[src/rtl/sio_pkg.sv]
package sio_pkg;
    typedef enum logic [1:0] {
        ST_IDLE  = 2'd0,
        ST_WAIT  = 2'd1,
        ST_SHIFT = 2'd2
    } sio_state_t;
endpackage

[src/rtl/sio_sync.sv]
module sio_sync #(
    parameter int          W       = 1,
    parameter logic [W-1:0] RST_VAL = '0
) (
    input  logic         clk,
    input  logic         rst_n,
    input  logic [W-1:0] d,
    output logic [W-1:0] q
);
    logic [W-1:0] meta;

    always_ff @(posedge clk or negedge rst_n) begin
        if (!rst_n) begin
            meta <= RST_VAL;
            q    <= RST_VAL;
        end else begin
            meta <= d;
            q    <= meta;
        end
    end
endmodule

[src/rtl/sio_clkgen.sv]
module sio_clkgen #(
    parameter int DIV_W = 8
) (
    input  logic             clk,
    input  logic             rst_n,
    input  logic             run,
    input  logic [DIV_W-1:0] half,
    output logic             sck,
    output logic             fall_p,
    output logic             rise_p
);
    logic [DIV_W-1:0] cnt;
    logic [DIV_W-1:0] half_eff;
    logic             term;

    always_comb begin
        half_eff = (half < DIV_W'(2)) ? DIV_W'(2) : half;
        term     = run && (cnt == half_eff - DIV_W'(1));
        fall_p   = term && sck;
        rise_p   = term && !sck;
    end

    always_ff @(posedge clk or negedge rst_n) begin
        if (!rst_n) begin
            cnt <= '0;
            sck <= 1'b1;
        end else if (!run) begin
            cnt <= '0;
            sck <= 1'b1;
        end else if (term) begin
            cnt <= '0;
            sck <= ~sck;
        end else begin
            cnt <= cnt + DIV_W'(1);
        end
    end

    // the phase counter never runs past the half period
    assert_phase_in_range_R4: assert property (@(posedge clk) disable iff (!rst_n)
        cnt < half_eff);
endmodule

[src/rtl/sio_shifter.sv]
module sio_shifter #(
    parameter int WORD_W = 8
) (
    input  logic              clk,
    input  logic              rst_n,
    input  logic              load,
    input  logic [WORD_W-1:0] load_val,
    input  logic              rise_evt,
    input  logic              fall_evt,
    input  logic              bit_in,
    output logic [WORD_W-1:0] sr,
    output logic              sdo_q
);
    always_ff @(posedge clk or negedge rst_n) begin
        if (!rst_n) begin
            sr <= '0;
        end else if (load) begin
            sr <= load_val;
        end else if (rise_evt) begin
            sr <= {bit_in, sr[WORD_W-1:1]};
        end
    end

    always_ff @(posedge clk or negedge rst_n) begin
        if (!rst_n) begin
            sdo_q <= 1'b1;
        end else if (fall_evt) begin
            sdo_q <= sr[0];
        end
    end

    // a rising edge without a load takes the input bit into the top position
    assert_top_bit_taken_R1: assert property (@(posedge clk) disable iff (!rst_n)
        (rise_evt && !load) |=> (sr[WORD_W-1] == $past(bit_in)));
endmodule

[src/rtl/sio_unit.sv]
module sio_unit #(
    parameter int WORD_W = 8,
    parameter int DIV_W  = 8
) (
    input  logic              clk,
    input  logic              rst_n,
    input  logic              master_mode,
    input  logic [DIV_W-1:0]  half_div,
    input  logic              wr_en,
    input  logic [WORD_W-1:0] wr_data,
    output logic [WORD_W-1:0] rd_data,
    input  logic              start,
    input  logic              done_clr,
    output logic              done,
    input  logic              sck_in,
    output logic              sck_out,
    input  logic              sdi,
    output logic              sdo,
    input  logic              rdy_in,
    output logic              rdy_out
);
    import sio_pkg::*;

    localparam int CNT_W = (WORD_W > 1) ? $clog2(WORD_W) : 1;
    localparam logic [CNT_W-1:0] LAST_BIT = CNT_W'(WORD_W - 1);

    sio_state_t state, state_nx;

    logic             sck_s, sdi_s, rdy_s;
    logic             sck_prev;
    logic             ext_rise, ext_fall;
    logic             gen_rise, gen_fall;
    logic             rise_evt, fall_evt;
    logic             run_clk;
    logic             start_ok, load_ok, last_rise;
    logic [CNT_W-1:0] bit_cnt;
    logic             done_q, rdy_q;
    logic [WORD_W-1:0] sr;
    logic             sdo_q;

    sio_sync #(.W(3), .RST_VAL(3'b111)) u_sync (
        .clk   (clk),
        .rst_n (rst_n),
        .d     ({sck_in, sdi, rdy_in}),
        .q     ({sck_s, sdi_s, rdy_s})
    );

    always_ff @(posedge clk or negedge rst_n) begin
        if (!rst_n) sck_prev <= 1'b1;
        else        sck_prev <= sck_s;
    end

    sio_clkgen #(.DIV_W(DIV_W)) u_clkgen (
        .clk    (clk),
        .rst_n  (rst_n),
        .run    (run_clk),
        .half   (half_div),
        .sck    (sck_out),
        .fall_p (gen_fall),
        .rise_p (gen_rise)
    );

    always_comb begin
        ext_rise  = !sck_prev && sck_s;
        ext_fall  = sck_prev && !sck_s;
        run_clk   = master_mode && (state == ST_SHIFT);
        rise_evt  = master_mode ? gen_rise : ext_rise;
        fall_evt  = master_mode ? gen_fall : ext_fall;
        start_ok  = (state == ST_IDLE) && start;
        load_ok   = (state == ST_IDLE) && wr_en;
        last_rise = (state == ST_SHIFT) && rise_evt && (bit_cnt == LAST_BIT);
    end

    sio_shifter #(.WORD_W(WORD_W)) u_shifter (
        .clk      (clk),
        .rst_n    (rst_n),
        .load     (load_ok),
        .load_val (wr_data),
        .rise_evt (rise_evt),
        .fall_evt (fall_evt),
        .bit_in   (sdi_s),
        .sr       (sr),
        .sdo_q    (sdo_q)
    );

    // state register
    always_ff @(posedge clk or negedge rst_n) begin
        if (!rst_n) state <= ST_IDLE;
        else        state <= state_nx;
    end

    // next-state logic
    always_comb begin
        state_nx = state;
        unique case (state)
            ST_IDLE: begin
                if (start) state_nx = master_mode ? ST_WAIT : ST_SHIFT;
            end
            ST_WAIT: begin
                if (!rdy_s) state_nx = ST_SHIFT;
            end
            ST_SHIFT: begin
                if (rise_evt && (bit_cnt == LAST_BIT)) state_nx = ST_IDLE;
            end
            default: state_nx = ST_IDLE;
        endcase
    end

    // output process: bit counter, done flag, ready line
    always_ff @(posedge clk or negedge rst_n) begin
        if (!rst_n) begin
            bit_cnt <= '0;
            done_q  <= 1'b0;
            rdy_q   <= 1'b1;
        end else if (start_ok) begin
            bit_cnt <= '0;
            done_q  <= 1'b0;
            rdy_q   <= master_mode;
        end else if ((state == ST_SHIFT) && rise_evt) begin
            bit_cnt <= bit_cnt + CNT_W'(1);
            if (bit_cnt == LAST_BIT) begin
                done_q <= 1'b1;
                rdy_q  <= 1'b1;
            end
        end else if (done_clr) begin
            done_q <= 1'b0;
        end
    end

    assign rd_data = sr;
    assign done    = done_q;
    assign rdy_out = rdy_q;
    assign sdo     = sdo_q;

    // the serial output moves only after a falling edge event
    assert_sdo_on_fall_R2: assert property (@(posedge clk) disable iff (!rst_n)
        !$stable(sdo) |-> $past(fall_evt));

    // done rises only on the last counted rising edge of a transfer
    assert_done_after_last_R3: assert property (@(posedge clk) disable iff (!rst_n)
        $rose(done) |-> $past(last_rise));

    // an accepted start leaves done cleared
    assert_start_clears_done_R3: assert property (@(posedge clk) disable iff (!rst_n)
        start_ok |=> !done);

    // the generated clock rests high outside shifting
    assert_sck_idle_high_R4: assert property (@(posedge clk) disable iff (!rst_n)
        (state != ST_SHIFT) |-> sck_out);

    // a master enters shifting only after seeing the partner ready
    assert_master_waits_ready_R6: assert property (@(posedge clk) disable iff (!rst_n)
        ($past(state) == ST_WAIT && state == ST_SHIFT) |-> !$past(rdy_s));

    // the ready line is low only for an armed slave
    assert_ready_only_armed_R6: assert property (@(posedge clk) disable iff (!rst_n)
        !rdy_out |-> (!master_mode && state == ST_SHIFT));

    // writes during a transfer leave the register untouched
    assert_busy_write_ignored_R7: assert property (@(posedge clk) disable iff (!rst_n)
        ((state != ST_IDLE) && wr_en && !rise_evt) |=> $stable(sr));
endmodule

[config.mk]
export PLATFORM = sky130hd
export DESIGN_NAME = sio_unit
export DESIGN_NICKNAME = d
export VERILOG_FILES = /design/src/rtl/sio_pkg.sv /design/src/rtl/sio_sync.sv /design/src/rtl/sio_clkgen.sv /design/src/rtl/sio_shifter.sv /design/src/rtl/sio_unit.sv
export SDC_FILE = /design/constraint.sdc
export NUM_CORES = 1
export LEC_CHECK = 0
export BUFFER_PORTS_ARGS = -buffer_cell sky130_fd_sc_hd__buf_2
export CORE_ASPECT_RATIO = 0.6
export CORE_UTILIZATION = 45
export CTS_CLUSTER_DIAMETER = 80
export CTS_CLUSTER_SIZE = 10
export DETAILED_ROUTE_END_ITERATION = 10
export GPL_TIMING_DRIVEN = 0
export PLACE_DENSITY = 0.64
export SETUP_SLACK_MARGIN = 0.5
export SLEW_MARGIN = 20
export SYNTH_ARGS = -nofsm -noshare
export SYNTH_HDL_FRONTEND = slang
export SYNTH_SLANG_ARGS = --single-unit
[constraint.sdc]
create_clock -name clk -period 2.7 [get_ports clk]
set_input_delay 0.54 -clock clk [delete_from_list [all_inputs] [get_ports clk]]
set_output_delay 0.54 -clock clk [all_outputs]
set_load 0.05 [all_outputs]
==> run summary <==
predominant post-synthesis flop cell: sky130_fd_sc_hd__dfrtp_1
Arrival @ worst endpoint: 2.99 ns
global-route wire length before repair: 7850 microns
met3 WL: 313 microns
Setup WS post-layout: -0.119 ns
leakage component of the power: 1.04 nW
Max-cap violations: 0
routed length on met1: 2300 microns
Least-Margin Pin Slew: 0.896 ns
Reg2Reg Depth: 6
type of the worst setup path: input pin to flip-flop
Slowest-stage cell, CP: sky130_fd_sc_hd__or4_4
gate count of the mapped netlist: 192
Area Growth Syn to Fin: 37.9%
Post-synth ARST share: 1.00
Syn Std Cell Area: 1830 sq um
EDFF count, synth: 0
Worst path most repeated cell: sky130_fd_sc_hd__nor3_2
destination of the critical timing path: u_shifter.sr[2]$_DFFE_PN0P_
largest stage delay on the critical path: 0.54 ns
row cnt: 17
total power density per cell area: 689 nW/um^2
share of the synthesized area in the top cell type: 0.301
Routed Antenna Nets: 0
Cell Chain, Critical Path: buf_12 > or4_4 > nor3_2 > nor2_1 > ha_2 > xnor2_2 > a211o_1 > a211oi_2 > nand4_1 > buf_6 > nor4_4 > nor3_2
most instantiated cells after synthesis: sky130_fd_sc_hd__dfrtp_1, sky130_fd_sc_hd__nor2_1, sky130_fd_sc_hd__nand2_1
routed length per placed instance: 16.3 microns
via count of the first global-routing pass: 1610
layout cell share with drive strength beyond 1: 0.455
outcome: complete, but fails checks
met2 wire length: 2070 microns
core footprint: 3760 sq um
port buffer count: 34
Ports: 37
cell-internal power: 0.00106 W
synthesis-stage register bit count: 32
hold slack final: 0.308 ns
detailed-route DRC error count: 6
fraction of power consumed by the clock network: 0.265
Switching Fraction: 0.390
via-per-instance ratio: 5.67
GRT Util Overall: 0.242
worst ir drop on vdd: 403 uV
maximum clock frequency: 0.355 GHz
number of DRC markers after the initial detailed-route iteration: 85
number of max-slew violations in the final report: 0
total number of H-tree levels: 2
number of buffers inserted for hold repair after clock tree synthesis: 0
violated checks: design-rule violations, negative setup slack
clock insertion delay at the later pin of the skew report: 0.28 ns
Die Area: 4330 sq um
required time reported for the critical path endpoint: 2.87 ns
number of endpoints with negative hold slack in the final report: 0
syn avg cell area: 9.51 sq um
library cell with the highest instance count after synthesis: sky130_fd_sc_hd__dfrtp_1
CP Capture Type: flip-flop
net count reported at finish: 270
clock tree root driver cell: sky130_fd_sc_hd__clkbuf_8
critical path fanouts, max: 5
clock tree from TritonCTS: done
number of clock sinks: 32
FF-to-FF Start: state[1]$_DFFE_PN0P_
via count of the routed design: 1638
width of the chip: 84.3 microns
Final period util: 1.04
number of antenna violations at the first check in global routing: 0
reg-to-reg critical path endpoint: bit_cnt[1]$_DFFE_PN0P_
switching power total: 0.000677 W
Ant. Diodes: 0
largest area contributor in the synthesized netlist: sky130_fd_sc_hd__dfrtp_1
Area contributors post-synth: sky130_fd_sc_hd__dfrtp_1, sky130_fd_sc_hd__dfstp_2, sky130_fd_sc_hd__xor2_1, sky130_fd_sc_hd__nor2_1, sky130_fd_sc_hd__nand2b_1
number of unique standard cell types used by synthesis: 42
number of logic stages on the critical path including buffering: 12
CP top delay family: simple AND/OR/NAND/NOR gates
sequential cell area fraction in the yosys report: 0.445
slack of the worst reg-to-reg path: 0.47 ns
placed inst area: 2180 sq um
setup skew after layout: 0.00932 ns
post-synthesis net count: 221
Slew Limit Headroom: 0.403
HPWL reported at the end of detailed placement: 3350 microns
minimum clock period: 2.82 ns
Die Y: 51.4 microns
combinational fraction of design power: 0.351
post-route design area: 2520 sq um
number of buffers and inverters on the critical path: 2
CTS clk-pin slew, worst paths: 0.07 ns
last weighted congestion value of the routability-driven placer: 0.947
worst setup path startpoint: half_div[3]
number of optimization iterations in the first detailed-route pass: 8
warnings from Yosys: 0
total length of routed wires: 4720 microns
Max Buffers Root-to-Sink: 2
effective utilization at floorplan: 0.485
critical path startpoint category: input pin
unrepaired setup endpoints after global routing: yes
total global routing overflow: 0
topmost layer with routed signal wires: met4
clock buffers created by TritonCTS: 5
number of endpoints failing setup at the final stage: 23
largest net degree at the start of global routing: 33
power share of the sequential group: 0.384
kind of path behind the tightest hold check: input pin to asynchronous set/reset pin
## cell type report
class,count,area [sq um]
fillers,299,1240
multi-input cells,148,1180
flip-flops and latches,32,813
repair buffers,42,269
clock buffers,5,68.8
plain buffers,6,62.6
well taps,47,58.8
clock inverters,3,42.5
inverters,6,22.5
## flip-flops by register name (all words and copies together), names as in the netlist
signal / cells
u_sync.q: 3
u_shifter.sr: 8
state: 2
u_sync.meta: 3
rdy_out: 1
bit_cnt: 3
u_clkgen.sck: 1
u_shifter.sdo_q: 1
sck_prev: 1
u_clkgen.cnt: 8
done: 1
## power by group through the flow
| stage | Sequential (W) | Clock, W | Combinational [W] |
|---|---|---|---|
| after floorplan | 0.000855 | 0 | 0.000233 |
| after global placement | 0.000661 | 0 | 0.000551 |
| after detailed placement | 0.000669 | 0 | 0.000573 |
| after CTS | 0.000664 | 0.000470 | 0.000594 |
| after global routing | 0.000675 | 0.000495 | 0.000656 |
| final | 0.000666 | 0.000460 | 0.000609 |
## logic make-up (layout without fill, tap and decap cells)
logic type,Yosys count,count (layout),synth area share
adder cells (fa/ha/maj),4,4,0.0274
flip-flops,32,32,0.445
AND/OR/NAND/NOR,89,89,0.258
multiplexers,4,4,0.0226
buffers and inverters,12,62,0.0322
AO/OA/AOI/OAI,36,36,0.143
XOR/XNOR,15,15,0.0719
## worst min-delay path by stage
stage	end	cells after the start
final	u_clkgen.cnt[4]$_DFF_PN0_	1
after floorplan	bit_cnt[0]$_DFFE_PN0P_	0
after CTS	u_clkgen.cnt[4]$_DFF_PN0_	1
after detailed placement	u_sync.q[0]$_DFF_PN1_	0
after global routing	u_sync.meta[2]$_DFF_PN1_	1
after global placement	u_sync.q[1]$_DFF_PN1_	0
## repair_timing
item / CTS / global route
pin swaps: 7 / 6
gates resized for setup: 14 / 18
hold endpoints to repair: 0 / 0
buffers inserted: 5 / 2
gates cloned: 1 / 0
endpoints found under the setup margin: 24 / 24
## per-stage QoR
step | worst slack [ns] | TNS (ns) | cells | utilization | total power, W
after global routing | -0.250 | -4.13 | 289 | 0.669 | 0.00183
final | -0.119 | -1.18 | 289 | 0.669 | 0.00174
after floorplan | -0.177 | -1.02 | 192 | - | 0.00109
after CTS | -0.101 | -0.571 | 287 | 0.640 | 0.00173
after detailed placement | -0.517 | -8.59 | 273 | 0.580 | 0.00124
after global placement | -0.455 | -7.05 | 273 | 0.580 | 0.00121
## cell usage in the layout (no fill, tap or decap), types with 2 or more instances in the layout
| master | count |
|---|---|
| sky130_fd_sc_hd__and3_1 | 2 |
| sky130_fd_sc_hd__mux2i_1 | 3 |
| sky130_fd_sc_hd__xnor2_1 | 5 |
| sky130_fd_sc_hd__nor3_1 | 7 |
| sky130_fd_sc_hd__nand3b_1 | 2 |
| sky130_fd_sc_hd__nor4_4 | 2 |
| sky130_fd_sc_hd__o41ai_2 | 2 |
| sky130_fd_sc_hd__nor2_4 | 3 |
| sky130_fd_sc_hd__inv_1 | 6 |
| sky130_fd_sc_hd__nor4_2 | 7 |
| sky130_fd_sc_hd__and2_1 | 2 |
| sky130_fd_sc_hd__clkbuf_8 | 5 |
| sky130_fd_sc_hd__nand4_1 | 4 |
| sky130_fd_sc_hd__nor3_2 | 4 |
| sky130_fd_sc_hd__xnor2_2 | 2 |
| sky130_fd_sc_hd__a211o_1 | 2 |
| sky130_fd_sc_hd__nand2b_1 | 10 |
| sky130_fd_sc_hd__buf_4 | 4 |
| sky130_fd_sc_hd__dfstp_2 | 10 |
| sky130_fd_sc_hd__buf_2 | 33 |
| sky130_fd_sc_hd__o22ai_1 | 8 |
| sky130_fd_sc_hd__dfrtp_1 | 22 |
| sky130_fd_sc_hd__a21oi_2 | 9 |
| sky130_fd_sc_hd__nor2_1 | 11 |
| sky130_fd_sc_hd__nand2_1 | 13 |
| sky130_fd_sc_hd__clkbuf_1 | 3 |
| sky130_fd_sc_hd__a21oi_1 | 3 |
| sky130_fd_sc_hd__ha_1 | 3 |
| sky130_fd_sc_hd__nor2_2 | 5 |
| sky130_fd_sc_hd__buf_6 | 4 |
| sky130_fd_sc_hd__o21ai_0 | 4 |
| sky130_fd_sc_hd__buf_12 | 4 |
| sky130_fd_sc_hd__nand3_1 | 7 |
| sky130_fd_sc_hd__xor2_1 | 8 |
## metal layers
metal  up-vias  track usage
met2        55        0.374
met4         0       0.0661
met3         5       0.0598
met1       782        0.341
li1        796            -
met5         -            0
(Power assumes the default switching activity.)
